**src/rtl/icu_pkg.sv**
```systemverilog
// Package: shared constants and the fixed urgency table of the controller.
// Assumes sets are 32 bits wide and levels fit in four bits.
package icu_pkg;
    localparam int LVL_W   = 4;
    localparam int NUM_LVL = 1 << LVL_W;

    // Fixed urgency level of a source; 0 means the source uses the low path.
    function automatic logic [LVL_W-1:0] level_of(input int unsigned set_i,
                                                  input int unsigned bit_i);
        logic [LVL_W-1:0] lv;
        lv = '0;
        if (set_i == 5) begin
            case (bit_i)
                25, 24:  lv = 4'd15;
                30:      lv = 4'd14;
                29:      lv = 4'd13;
                7, 0:    lv = 4'd1;
                default: lv = '0;
            endcase
        end else if (set_i == 1) begin
            case (bit_i)
                18:      lv = 4'd4;
                17:      lv = 4'd3;
                27:      lv = 4'd2;
                default: lv = '0;
            endcase
        end
        return lv;
    endfunction
endpackage

```
**src/rtl/icu_status_bank.sv**
```systemverilog
// Module: pending and enable registers for every set.
// Pending bits latch on pulses and clear on write-one-to-clear strobes; a
// pulse wins over a clear in the same cycle. Source 0 can never latch.
// Assumes pulses are already synchronized to clk.
module icu_status_bank #(
    parameter int N_SETS = 6,
    parameter int SET_W  = 32
) (
    input  logic                    clk,
    input  logic                    rst_n,
    input  logic [N_SETS*SET_W-1:0] src_pulse,
    input  logic [N_SETS-1:0]       clr_we,
    input  logic [N_SETS-1:0]       en_we,
    input  logic [SET_W-1:0]        wr_data,
    output logic [N_SETS*SET_W-1:0] pend_flat,
    output logic [N_SETS*SET_W-1:0] en_flat
);
    for (genvar s = 0; s < N_SETS; s++) begin : g_set
        logic [SET_W-1:0] pend_q;
        logic [SET_W-1:0] en_q;
        logic [SET_W-1:0] valid_m;
        logic [SET_W-1:0] clr_m;

        // Source 0 is invalid; every other bit may latch.
        if (s == 0) begin : g_first
            assign valid_m = {{(SET_W-1){1'b1}}, 1'b0};
        end else begin : g_rest
            assign valid_m = '1;
        end

        // Clear mask applies only when this set's clear word is written.
        assign clr_m = clr_we[s] ? wr_data : '0;

        // Latch pulses, drop cleared bits, pulse takes precedence.
        always_ff @(posedge clk) begin
            if (!rst_n) begin
                pend_q <= '0;
            end else begin
                pend_q <= (pend_q & ~clr_m) | (src_pulse[s*SET_W +: SET_W] & valid_m);
            end
        end

        // Enable register of this set.
        always_ff @(posedge clk) begin
            if (!rst_n) begin
                en_q <= '0;
            end else if (en_we[s]) begin
                en_q <= wr_data;
            end
        end

        assign pend_flat[s*SET_W +: SET_W] = pend_q;
        assign en_flat[s*SET_W +: SET_W]   = en_q;
    end
endmodule

```
**src/rtl/icu_level_router.sv**
```systemverilog
// Module: routes every pending bit either to its urgency level or to the
// flat low path, using the fixed table of the package. Purely combinational.
module icu_level_router #(
    parameter int N_SETS = 6,
    parameter int SET_W  = 32
) (
    input  logic [N_SETS*SET_W-1:0]   pend_flat,
    input  logic [N_SETS*SET_W-1:0]   en_flat,
    output logic [icu_pkg::NUM_LVL-1:0] lvl_pend,
    output logic                      low_pend
);
    import icu_pkg::*;

    // Per-line level table expanded once at elaboration.
    logic [LVL_W-1:0] lvl_tab [N_SETS*SET_W];
    for (genvar s = 0; s < N_SETS; s++) begin : g_s
        for (genvar b = 0; b < SET_W; b++) begin : g_b
            assign lvl_tab[s*SET_W+b] = level_of(s, b);
        end
    end

    // OR pending bits into their level, or into the enabled low group.
    always_comb begin
        lvl_pend = '0;
        low_pend = 1'b0;
        for (int i = 0; i < N_SETS*SET_W; i++) begin
            if (lvl_tab[i] != '0) begin
                lvl_pend[lvl_tab[i]] = lvl_pend[lvl_tab[i]] | pend_flat[i];
            end else begin
                low_pend = low_pend | (pend_flat[i] & en_flat[i]);
            end
        end
    end
endmodule

```
**src/rtl/icu_prio_encoder.sv**
```systemverilog
// Module: picks the highest set bit of a level vector; bit 0 is never a
// valid level and yields vector 0. Purely combinational.
module icu_prio_encoder #(
    parameter int NUM_LVL = 16,
    localparam int VEC_W  = $clog2(NUM_LVL)
) (
    input  logic [NUM_LVL-1:0] lvl_req,
    output logic [VEC_W-1:0]   vec,
    output logic               any
);
    // Scan upward so the highest requesting level is the last one kept.
    always_comb begin
        vec = '0;
        for (int i = 1; i < NUM_LVL; i++) begin
            if (lvl_req[i]) vec = VEC_W'(i);
        end
    end

    assign any = |lvl_req[NUM_LVL-1:1];
endmodule

```
**src/rtl/icu_two_level.sv**
```systemverilog
// Module: top of the two-level interrupt controller. Holds the control
// word, decodes the register bus and forms both interrupt lines.
// Assumes a single-cycle bus: reads combinational, writes on the edge.
module icu_two_level #(
    parameter int N_SETS = 6,
    parameter int SET_W  = 32,
    parameter int ADDR_W = 5
) (
    input  logic                    clk,
    input  logic                    rst_n,
    input  logic [N_SETS*SET_W-1:0] src_pulse,
    input  logic                    bus_wr,
    input  logic [ADDR_W-1:0]       bus_addr,
    input  logic [SET_W-1:0]        bus_wdata,
    output logic [SET_W-1:0]        bus_rdata,
    output logic                    irq_high,
    output logic                    irq_low
);
    import icu_pkg::*;

    localparam int IDX_W = 3;
    localparam logic [ADDR_W-IDX_W-1:0] RG_PEND = 0;
    localparam logic [ADDR_W-IDX_W-1:0] RG_CLR  = 1;
    localparam logic [ADDR_W-IDX_W-1:0] RG_EN   = 2;
    localparam logic [ADDR_W-IDX_W-1:0] RG_MISC = 3;
    localparam logic [IDX_W-1:0] IX_CTL  = 0;
    localparam logic [IDX_W-1:0] IX_SUMM = 1;
    localparam int GE_BIT = NUM_LVL;

    logic [ADDR_W-IDX_W-1:0] region;
    logic [IDX_W-1:0]        idx;
    logic [N_SETS-1:0]       clr_we, en_we;
    logic [N_SETS*SET_W-1:0] pend_flat, en_flat;
    logic [NUM_LVL-1:0]      ctl_mask;
    logic                    ctl_ge;
    logic [NUM_LVL-1:0]      lvl_pend;
    logic                    low_pend;
    logic [LVL_W-1:0]        vec;
    logic                    high_pend;

    assign region = bus_addr[ADDR_W-1:IDX_W];
    assign idx    = bus_addr[IDX_W-1:0];

    // Per-set write strobes for the clear and enable words.
    always_comb begin
        clr_we = '0;
        en_we  = '0;
        for (int s = 0; s < N_SETS; s++) begin
            if (bus_wr && idx == IDX_W'(s)) begin
                clr_we[s] = (region == RG_CLR);
                en_we[s]  = (region == RG_EN);
            end
        end
    end

    // Control word: level mask and master enable.
    always_ff @(posedge clk) begin
        if (!rst_n) begin
            ctl_mask <= '0;
            ctl_ge   <= 1'b0;
        end else if (bus_wr && region == RG_MISC && idx == IX_CTL) begin
            ctl_mask <= bus_wdata[NUM_LVL-1:0];
            ctl_ge   <= bus_wdata[GE_BIT];
        end
    end

    icu_status_bank #(.N_SETS(N_SETS), .SET_W(SET_W)) u_bank (
        .clk       (clk),
        .rst_n     (rst_n),
        .src_pulse (src_pulse),
        .clr_we    (clr_we),
        .en_we     (en_we),
        .wr_data   (bus_wdata),
        .pend_flat (pend_flat),
        .en_flat   (en_flat)
    );

    icu_level_router #(.N_SETS(N_SETS), .SET_W(SET_W)) u_route (
        .pend_flat (pend_flat),
        .en_flat   (en_flat),
        .lvl_pend  (lvl_pend),
        .low_pend  (low_pend)
    );

    icu_prio_encoder #(.NUM_LVL(NUM_LVL)) u_enc (
        .lvl_req (lvl_pend & ctl_mask),
        .vec     (vec),
        .any     (high_pend)
    );

    // Both lines gated by the master enable.
    assign irq_high = ctl_ge & high_pend;
    assign irq_low  = ctl_ge & low_pend;

    // Combinational read mux over the register map.
    always_comb begin
        bus_rdata = '0;
        case (region)
            RG_PEND: if (int'(idx) < N_SETS) bus_rdata = pend_flat[int'(idx)*SET_W +: SET_W];
            RG_EN:   if (int'(idx) < N_SETS) bus_rdata = en_flat[int'(idx)*SET_W +: SET_W];
            RG_MISC: begin
                if (idx == IX_CTL) begin
                    bus_rdata[NUM_LVL-1:0] = ctl_mask;
                    bus_rdata[GE_BIT]      = ctl_ge;
                end else if (idx == IX_SUMM) begin
                    bus_rdata[LVL_W-1:0] = vec;
                    bus_rdata[8]         = high_pend;
                    bus_rdata[9]         = low_pend;
                end
            end
            default: bus_rdata = '0;
        endcase
    end
endmodule

```
**config.mk**
```make
export PLATFORM = sky130hd
export DESIGN_NAME = icu_two_level
export DESIGN_NICKNAME = d
export VERILOG_FILES = /design/src/rtl/icu_pkg.sv /design/src/rtl/icu_status_bank.sv /design/src/rtl/icu_level_router.sv /design/src/rtl/icu_prio_encoder.sv /design/src/rtl/icu_two_level.sv
export SDC_FILE = /design/constraint.sdc
export NUM_CORES = 1
export LEC_CHECK = 0
export ABC_AREA = 1
export ABC_CLOCK_PERIOD_IN_PS = 1600
export CORE_ASPECT_RATIO = 1.2
export CORE_MARGIN = 3
export CORE_UTILIZATION = 50
export CTS_BUF_LIST = sky130_fd_sc_hd__clkbuf_2
export DETAILED_ROUTE_END_ITERATION = 7
export DONT_BUFFER_PORTS = 1
export PLACE_DENSITY = 0.73
export SLEW_MARGIN = 20
export SYNTH_ARGS = -nofsm -noshare
export SYNTH_HDL_FRONTEND = slang
export SYNTH_SLANG_ARGS = --single-unit
```
**constraint.sdc**
```tcl
create_clock -name clk -period 1.6 [get_ports clk]
set_clock_uncertainty 0.2 [all_clocks]
set_input_delay 0.16 -clock clk [delete_from_list [all_inputs] [get_ports clk]]
set_output_delay 0.16 -clock clk [all_outputs]
set_load 0.01 [all_outputs]
```
==> summary.txt, run 1 <==
Clock tree
  • H-tree level count: 3
  • CTS Sinks: 401
  • Maximum clock insertion buffer count: 3
  • Root Buffer: clkbuf_2
  • TritonCTS buffer count: 100

Synthesis
  • Synth Flop Type: dfxtp_1
  • Number of synthesized register bits: 401
  • Mapped Nets: 2875
  • Synth area leaders: dfxtp_1 43%, a21oi_1 12%, nand2_1 11%, o21ai_0 11%, inv_1 6.4%
  • FFs w/ async S/R, synth: 0%
  • Xor and xnor area share after synthesis: 0%
  • Top cell type's share of synthesized area: 43.4%
  • Synth Area in Simple Gates: 15.7%
  • Sequential area share after synthesis: 43.4%
  • Synth Area in Compound Gates: 30.2%
  • Main combinational cell family by area after synthesis: compound AO/OA/AOI/OAI gates
  • Post-Syn Area: 0.0185 mm^2
  • Post-synthesis mux area share: 0%
  • Post-Syn Area per Cell: 6.99 um^2
  • Number of enable flip-flop cells after synthesis: 0
  • Post-synthesis cell count: 2643
  • Count of cell types in the netlist: 35
  • Ys Warns: 0
  • Adder-Cell Fraction of Synth Area: 0%
  • Yosys top cell by area: dfxtp_1

Floorplan
  • Die Height: 217 um
  • Std cell rows: 76
  • Boundary pin count: 266
  • Die X: 181 um
  • Initial Util: 51.0%

Placed design
  • Placer Congestion: 1.03
  • Hpwl dp: 59800 um
  • Port Buf Inserts: 0

Run status
  • Stopped at: global routing (5_1_grt)
  • Status: aborted with a tool error
  • First error: [ERROR GRT-0232] Routing congestion too high. Check the congestion heatmap in the GUI.

Global routing
  • GRT Residual Overflow: 12
  • Total Routing Usage GR: 68.2%
  • Largest net degree at the start of global routing: 164

Timing
  • Worst EP Category: output port
  • GRT repair_timing worst endpoint: bus_rdata[1]
-- metal layers --
metal,track usage (%),overflow
met1,67.4,0
met4,68.3,8
met3,51.7,0
met5,20.4,0
met2,86.3,4
-- synthesized netlist by cell type, types with 10 or more instances --
cell type	n
o21ai_1	41
nor2_1	88
a22o_1	15
dfxtp_1	401
nand3_1	91
inv_1	317
inv_2	10
clkbuf_1	89
o21ai_0	388
nand2_1	524
a21oi_1	433
o221ai_1	19
a22oi_1	83
buf_2	59
o211ai_1	11
o22ai_1	14
-- metrics by stage --
step	setup TNS, ps	setup WS, ps	cells	hold WS [ps]	area [um^2]
3_5_place_dp	-22120	-407	3350	98.3	21900
3_3_place_gp	-19140	-436	3350	96.1	21900
4_1_cts	-62900	-1380	4099	-1040	29200
2_1_floorplan	-90.9	-19.0	2643	94.0	18500
-- logic make-up after synthesis --
| family | count (synthesis) |
|---|---|
| AOI/OAI and AO/OA | 1026 |
| buffers and inverters | 494 |
| DFF | 401 |
| and+or+nand+nor | 722 |
-- what timing repair did --
item / CTS
endpoints found under the setup margin: 34
hold endpoints to repair: 401
cloned: 0
hold buffers: 582
pin swaps: 94
buffers inserted: 5
gates resized for setup: 258
==> run 2, diff against run 1 <==
--- a/config.mk
+++ b/config.mk
@@ -6,14 +6,12 @@
 export NUM_CORES = 1
 export LEC_CHECK = 0
 export ABC_AREA = 1
-export ABC_CLOCK_PERIOD_IN_PS = 1600
-export CORE_ASPECT_RATIO = 1.2
+export ABC_CLOCK_PERIOD_IN_PS = 2100
 export CORE_MARGIN = 3
-export CORE_UTILIZATION = 50
-export CTS_BUF_LIST = sky130_fd_sc_hd__clkbuf_2
+export CORE_UTILIZATION = 35
 export DETAILED_ROUTE_END_ITERATION = 7
 export DONT_BUFFER_PORTS = 1
-export PLACE_DENSITY = 0.73
+export PLACE_DENSITY_LB_ADDON = 0.15
 export SLEW_MARGIN = 20
 export SYNTH_ARGS = -nofsm -noshare
 export SYNTH_HDL_FRONTEND = slang
==> constraint.sdc (replaced) <==
create_clock -name clk -period 2.1 [get_ports clk]
set_clock_uncertainty 0.2 [all_clocks]
set_input_delay 0.21 -clock clk [delete_from_list [all_inputs] [get_ports clk]]
set_output_delay 0.21 -clock clk [all_outputs]
set_load 0.01 [all_outputs]
==> summary.txt, run 2 <==
Run status
  • Status: complete, but fails checks
  • Failing checks: setup timing

Clock tree
  • Worst skew pair latency: 590 ps
  • Maximum clock insertion buffer count: 3 (unchanged)
  • TritonCTS buffer count: 46 (-54%)
  • Root Buffer: clkbuf_16
  • H-tree level count: 2 (-1)
  • CTS Sinks: 401 (unchanged)
  • CTS tree: done
  • Clk slew on worst S/H paths: 60 ps

Floorplan
  • Boundary pin count: 266 (unchanged)
  • Die Area: 0.0556 mm^2
  • Die X: 236 um (+30%)
  • Core Footprint: 0.0518 mm^2
  • Initial Util: 35.7% (-15 points)
  • Die Height: 236 um (+8.9%)
  • Std cell rows: 83 (+9.2%)

Global routing
  • Met1 Usage GRT: 41.8%
  • Total Routing Usage GR: 31.9%
  • GRT Residual Overflow: 0
  • Largest net degree at the start of global routing: 132
  • Initial antenna violation count: 5
  • M3 GR Usage: 6.04%
  • Vias in the first global route: 20900
  • GRT Max-Usage Layer: met2
  • Global-route wire length before repair: 135000 um
  • Met2 Use GR: 50.7%

Critical path
  • Worst Path Arrival: 2090 ps
  • CP Max Fanout: 2
  • Crit-path cells: o21ai_4 -> buf_6 -> nand2_4 -> nor2_4 -> nand3_2 -> a22oi_2 -> a31oi_4 -> buf_6
  • Setup crit start kind: flop
  • R2R Setup Slk: 500 ps
  • Critical path's largest stage delay: 360 ps
  • CP Data Required Time: 1690 ps
  • R2R depth: 4
  • CP Capture Type: output port
  • Cell mode on critical path: buf_6
  • Worst reg2reg endpoint: u_bank.g_set[5].pend_q[25]$_SDFF_PN0_
  • Reg2reg start: u_bank.g_set[5].pend_q[25]$_SDFF_PN0_
  • Setup crit start: u_bank.g_set[5].pend_q[25]$_SDFF_PN0_
  • Type of the worst setup path: reg2out
  • Highest-delay cell along the critical path: dfxtp_4

Placed design
  • Placed insts: 3357 (+0.21%)
  • Port Buf Inserts: 0 (unchanged)
  • Post-place setup slack: -223 ps (+184 ps)
  • Placed Area: 0.0203 mm^2 (-7.0%)
  • Placer Congestion: 0.951 (-7.6%)
  • Hpwl dp: 61000 um (+1.9%)

Pwr
  • Leakage: 0.0115 uW
  • PD cells: 710 mW/mm^2
  • Peak supply drop: 566 uV

Synthesis
  • Post-synthesis cell count: 2643 (unchanged)
  • Number of synthesized register bits: 401 (unchanged)
  • Yosys top cell by area: dfxtp_1
  • Synth Flop Type: dfxtp_1
  • Post-Syn Area per Cell: 6.99 um^2 (unchanged)
  • Count of cell types in the netlist: 35 (unchanged)
  • FFs w/ async S/R, synth: 0% (unchanged)
  • Commonest cells post-synth: 524 x nand2_1, 433 x a21oi_1, 401 x dfxtp_1
  • Mapped Nets: 2875 (unchanged)
  • Sequential area share after synthesis: 43.4% (unchanged)
  • Top cell type's share of synthesized area: 43.4% (unchanged)
  • Most common cell in the netlist: nand2_1
  • Post-Syn Area: 0.0185 mm^2 (unchanged)
  • Ys Warns: 0 (unchanged)
  • Synth area leaders: dfxtp_1 43%, a21oi_1 12%, nand2_1 11%, o21ai_0 11%, inv_1 6.4%
  • Number of enable flip-flop cells after synthesis: 0 (unchanged)

Drt
  • Final antenna-violating net count: 0
  • WL final: 92500 um
  • DR DRC count: 0
  • Starting DRT DRC Count: 2615
  • Vias/cell: 5.64
  • DR pass1 iterations: 7
  • Vias: 21700
  • Detailed-route wire length per cell: 24.1 um

Finish
  • Non-filler instance count after layout: 3842
  • Nets: 3361
  • Post-route cell area: 0.0271 mm^2
  • Most common cell after layout, fill and taps aside: a21oi_1
  • Most frequent cells in the layout: 422 x a21oi_1, 419 x nand2_1, 384 x dlygate4sd3_1
  • Footprint of the multi-input gates: 0.00936 mm^2
  • Layout cell share with drive strength beyond 1: 19.6%
  • Leading registers by flop count: u_bank.g_set.en_q: 192 flops, u_bank.g_set.pend_q: 192 flops, ctl_mask: 16 flops
  • Fillers: 4905
  • Synth-to-layout area growth: 46.5%
  • Seq. cell area: 0.00818 mm^2

Worst hold path
  • Hold Startpoint: bus_wr
  • Hold Path End: u_bank.g_set[5].en_q[25]$_SDFFE_PN0P_
  • Worst min-delay path class: in2reg
  • Min-Delay Path Depth: 6

Timing
  • Post-route setup slack: -403 ps
  • Final Cycle Share: 119%
  • Slew Limit Headroom: 42.2%
  • Minimum clock period: 2500 ps
  • Fin. max-slew vios: 0
  • Fmax: 0.400 GHz
  • Final number of setup-violating endpoints: 16
  • Worst-Margin Slew: 864 ps
  • Hold Fails Final Rpt: 0
  • RSZ-0062 raised after global routing: true

Run
  • Max cap viols: 0
-- run 2: cell counts after synthesis --
No cell type changed its count.
-- run 2: metrics by stage --
step | setup TNS [ps] | utilization [%] | hold slack, ps | total power [uW]
2_1_floorplan | 0 | - | 144 | 9200
3_3_place_gp | -6930 | 39.2 | 148 | 9980
3_5_place_dp | -6430 | 39.2 | 149 | 9990
4_1_cts | -16960 | 51.3 | 21.2 | 19100
5_1_grt | -3760 | 52.2 | 34.4 | 19700
6_report | -2740 | 52.2 | 27.8 | 19200
-- run 2: power by group --
group	switching, uW	internal, uW	leakage [uW]
combinational	1330	1180	0.00744
sequential	333	7940	0.00333
clock	3410	5010	0.000751
-- run 2: timing repair --
action                                  in CTS  in global routing
endpoints found under the setup margin      27                192
endpoints found under the hold margin      401                  0
pin swaps                                   85                 84
hold buffers                               390                  0
cloned                                       0                  0
gates resized for setup                    279                147
buffers inserted                            10                 11
-- run 2: worst max-delay path, delay by kind of cell, from the launching register on --
kind / cells / cell delay, ps
AOI/OAI and AO/OA: 3 / 540
DFF: 1 / 360
buffers and inverters: 2 / 310
and+or+nand+nor: 3 / 290
-- run 2: logic make-up after synthesis --
family / count (synthesis) / synth area share, %
flops: 401 / 43.4
compound gates: 1026 / 30.2
simple gates: 722 / 15.7
buf+inv: 494 / 10.7
-- run 2: how the worst max path moves through the flow --
stage                          endpoint  slack [ps]  depth (start not counted)
after floorplan           bus_rdata[18]         340                         10
after global placement     bus_rdata[8]        -220                          8
after detailed placement   bus_rdata[8]        -220                          8
after CTS                  bus_rdata[9]        -440                         11
after global routing       bus_rdata[9]        -470                         11
final                      bus_rdata[8]        -400                          8
-- run 2: area by class of cell --
class,instances,share of cell area [%]
Multi-Input combinational cell,1748,34.6
Timing Repair Buffer,603,21.8
Tap cell,680,3.14
Clock buffer,73,5.15
Antenna cell,1,0.00925
Sequential cell,401,30.2
Inverter,329,4.60
Clock inverter,7,0.513
-- run 2: metal layers --
layer | routed length (um) | share of wire [%]
met1 | 37700 | 41
met2 | 41600 | 45
met3 | 8600 | 9.3
met4 | 4560 | 4.9
met5 | 23 | 0.025
Note: power is estimated with default switching activity, not from simulation.
==> run 3, diff against run 2 <==
--- a/config.mk
+++ b/config.mk
@@ -7,6 +7,7 @@
 export LEC_CHECK = 0
 export ABC_AREA = 1
 export ABC_CLOCK_PERIOD_IN_PS = 2100
+export CORE_ASPECT_RATIO = 0.9
 export CORE_MARGIN = 3
 export CORE_UTILIZATION = 35
 export DETAILED_ROUTE_END_ITERATION = 7
==> summary.txt, run 3 (synthesized netlist as in run 2, its figures left out) <==
Run status
  • Status: complete, but fails checks
  • Failing checks: setup timing

Finish
  • Non-filler instance count after layout: 3847 (+0.13%)
  • Synth-to-layout area growth: 45.6%
  • Most frequent cells in the layout: 433 x nand2_1, 421 x a21oi_1, 400 x dlygate4sd3_1
  • Fillers: 5085 (+3.7%)
  • Leading registers by flop count: u_bank.g_set.en_q: 192 flops, u_bank.g_set.pend_q: 192 flops, ctl_mask: 16 flops
  • Nets: 3353 (-0.24%)
  • Post-route core utilization: 51.7% (-0.49 points)
  • Most common cell after layout, fill and taps aside: nand2_1
  • Layout cell share with drive strength beyond 1: 18.0% (-1.6 points)

Floorplan
  • Std cell rows: 79 (-4.8%)
  • Die Height: 224 um (-5.0%)
  • Core Footprint: 0.0520 mm^2 (+0.33%)
  • Die X: 248 um (+5.3%)
  • Die Area: 0.0556 mm^2 (about the same)
  • Initial Util: 35.5% (-0.12 points)
  • Boundary pin count: 266 (unchanged)

Timing
  • Setup_tns: -7030 ps (-4290 ps)
  • Slew Limit Headroom: 55.7% (+13 points)
  • Hold WS: 20.2 ps (-7.59 ps)
  • Worst-Margin Slew: 665 ps (-198 ps)
  • Hold Fails Final Rpt: 0 (unchanged)
  • RSZ-0062 raised after global routing: true
  • Post-route setup slack: -398 ps (+4.80 ps)
  • Fmax: 0.400 GHz (+0.19%)
  • Final number of setup-violating endpoints: 44 (+28)
  • Final Cycle Share: 119% (-0.23 points)
  • Minimum clock period: 2500 ps (-4.80 ps)
  • Fin. max-slew vios: 0 (unchanged)

Drt
  • Vias: 21800 (+0.46%)
  • DR pass1 iterations: 6 (-1)
  • DR DRC count: 0 (unchanged)
  • Vias/cell: 5.66 (+0.33%)
  • Starting DRT DRC Count: 2425 (-7.3%)
  • WL final: 92900 um (+0.44%)
  • Final antenna-violating net count: 0 (unchanged)
  • Detailed-route wire length per cell: 24.1 um (+0.31%)

Clock tree
  • CTS Sinks: 401 (unchanged)
  • Maximum clock insertion buffer count: 3 (unchanged)
  • Worst skew pair latency: 580 ps (about the same)
  • TritonCTS buffer count: 45 (-2.2%)
  • H-tree level count: 2 (unchanged)
  • Root Buffer: clkbuf_16
  • Clk slew on worst S/H paths: 60 ps (about the same)
  • CTS tree: done

Pwr
  • Power, Total: 18900 uW (-1.7%)
  • Combinational power share: 13.3% (+0.2 points)
  • Sw power: 5090 uW (+0.13%)
  • Reg power frac: 43.7% (+0.6 points)
  • Peak supply drop: 567 uV (+0.20%)
  • Sw Ratio: 26.9% (+0.49 points)
  • Clk pwr share: 43.0% (-0.8 points)
  • Internal Pwr Total: 13800 uW (-2.4%)
  • Leakage: 0.0114 uW (-0.78%)
  • PD cells: 702 mW/mm^2 (-1.1%)

Critical path
  • R2R Setup Slk: 450 ps (-50 ps)
  • Highest-delay cell along the critical path: dfxtp_1
  • Crit-path leading delay family: simple AND/OR/NAND/NOR gates
  • CP Data Required Time: 1690 ps (about the same)
  • CP Max Fanout: 3 (+1)
  • Setup crit start kind: flop
  • CP bufs+invs: 1 (-1)
  • R2R depth: 4 (unchanged)
  • Crit-path cells: nand2_1 -> nand2_1 -> nor2_1 -> nand2_1 -> nor2_2 -> nand2_1 -> nor2_2 -> nand3_2 -> nand2_2 -> a21oi_4 -> buf_6
  • Critical path's largest stage delay: 350 ps (about the same)
  • Cell mode on critical path: nand2_1
  • Type of the worst setup path: reg2out
  • CP Depth: 11 (+3)
  • Worst Path Arrival: 2090 ps (about the same)
  • CP Capture Type: output port

Placed design
  • Hpwl dp: 61100 um (+0.17%)
  • Placed insts: 3357 (unchanged)
  • Port Buf Inserts: 0 (unchanged)
  • Placer Congestion: 0.960 (+0.91%)

Global routing
  • Global-route wire length before repair: 134000 um (-0.52%)
  • Vias in the first global route: 20900 (+0.0096%)
  • GRT Residual Overflow: 0 (unchanged)
  • Initial antenna violation count: 8 (+3)
  • Largest net degree at the start of global routing: 131 (-0.76%)
  • Total Routing Usage GR: 32.3% (+0.43 points)

Run
  • Max cap viols: 0 (unchanged)

Worst hold path
  • Min-Delay Path Depth: 5 (-1)
  • Worst min-delay path class: in2reg
## run 3: metal layers
| layer | vias to the layer above | routed length (um) | GRT usage, % |
|---|---|---|---|
| li1 | 9821 | - | - |
| met1 | 10400 | 38700 | 44.4 |
| met2 | 1262 | 40000 | 49.4 |
| met3 | 227 | 10300 | 7.05 |
| met4 | 6 | 3800 | 12.6 |
| met5 | - | 34 | 0 |
## run 3: layout make-up
class / instances / area [um^2] / share of cell area, %
inverters: 329 / 1240 / 4.62
flip-flops and latches: 401 / 8140 / 30.3
diodes: 3 / 7.51 / 0.0279
clock buffers: 72 / 1400 / 5.21
multi-input cells: 1748 / 9290 / 34.5
clock inverters: 10 / 81.3 / 0.302
repair buffers: 596 / 5880 / 21.8
well taps: 688 / 861 / 3.20
## run 3: worst paths after layout
path	start	end
worst max register to register	u_bank.g_set[1].pend_q[14]$_SDFF_PN0_	u_bank.g_set[1].pend_q[14]$_SDFF_PN0_
worst min-delay path	bus_addr[2]	u_bank.g_set[3].en_q[2]$_SDFFE_PN0P_
worst max-delay path	u_bank.g_set[2].pend_q[30]$_SDFF_PN0_	bus_rdata[9]
worst min register to register	u_bank.g_set[1].en_q[27]$_SDFFE_PN0P_	u_bank.g_set[1].en_q[27]$_SDFFE_PN0P_
## run 3: worst min-delay path, cell delays in order
cell	delay, ps
inv_2	90
nand2_4	140
nor2_1	70
nand2_1	120
a21oi_1	80
## run 3: what timing repair did
action	CTS	global route
hold endpoints to repair	401	21
hold buffers	404	2
cloned	0	1
buffers inserted	3	2
pin swaps	74	77
setup endpoints to repair	25	174
resized for setup	224	152
## run 3: power by group through the flow
stage / combinational (uW) / clock, uW / sequential [uW]
floorplan: 957 / 0 / 8240
global placement: 1610 / 0 / 8350
detailed placement: 1620 / 0 / 8360
CTS: 2390 / 8150 / 8220
global route: 2700 / 8420 / 8270
finish: 2520 / 8120 / 8250
## run 3: through the flow
step	cell area [um^2]	setup WS (ps)
3_3_place_gp	20300	-161
6_report	26900	-398
2_1_floorplan	18500	337
4_1_cts	26400	-382
5_1_grt	26900	-490
3_5_place_dp	20300	-139
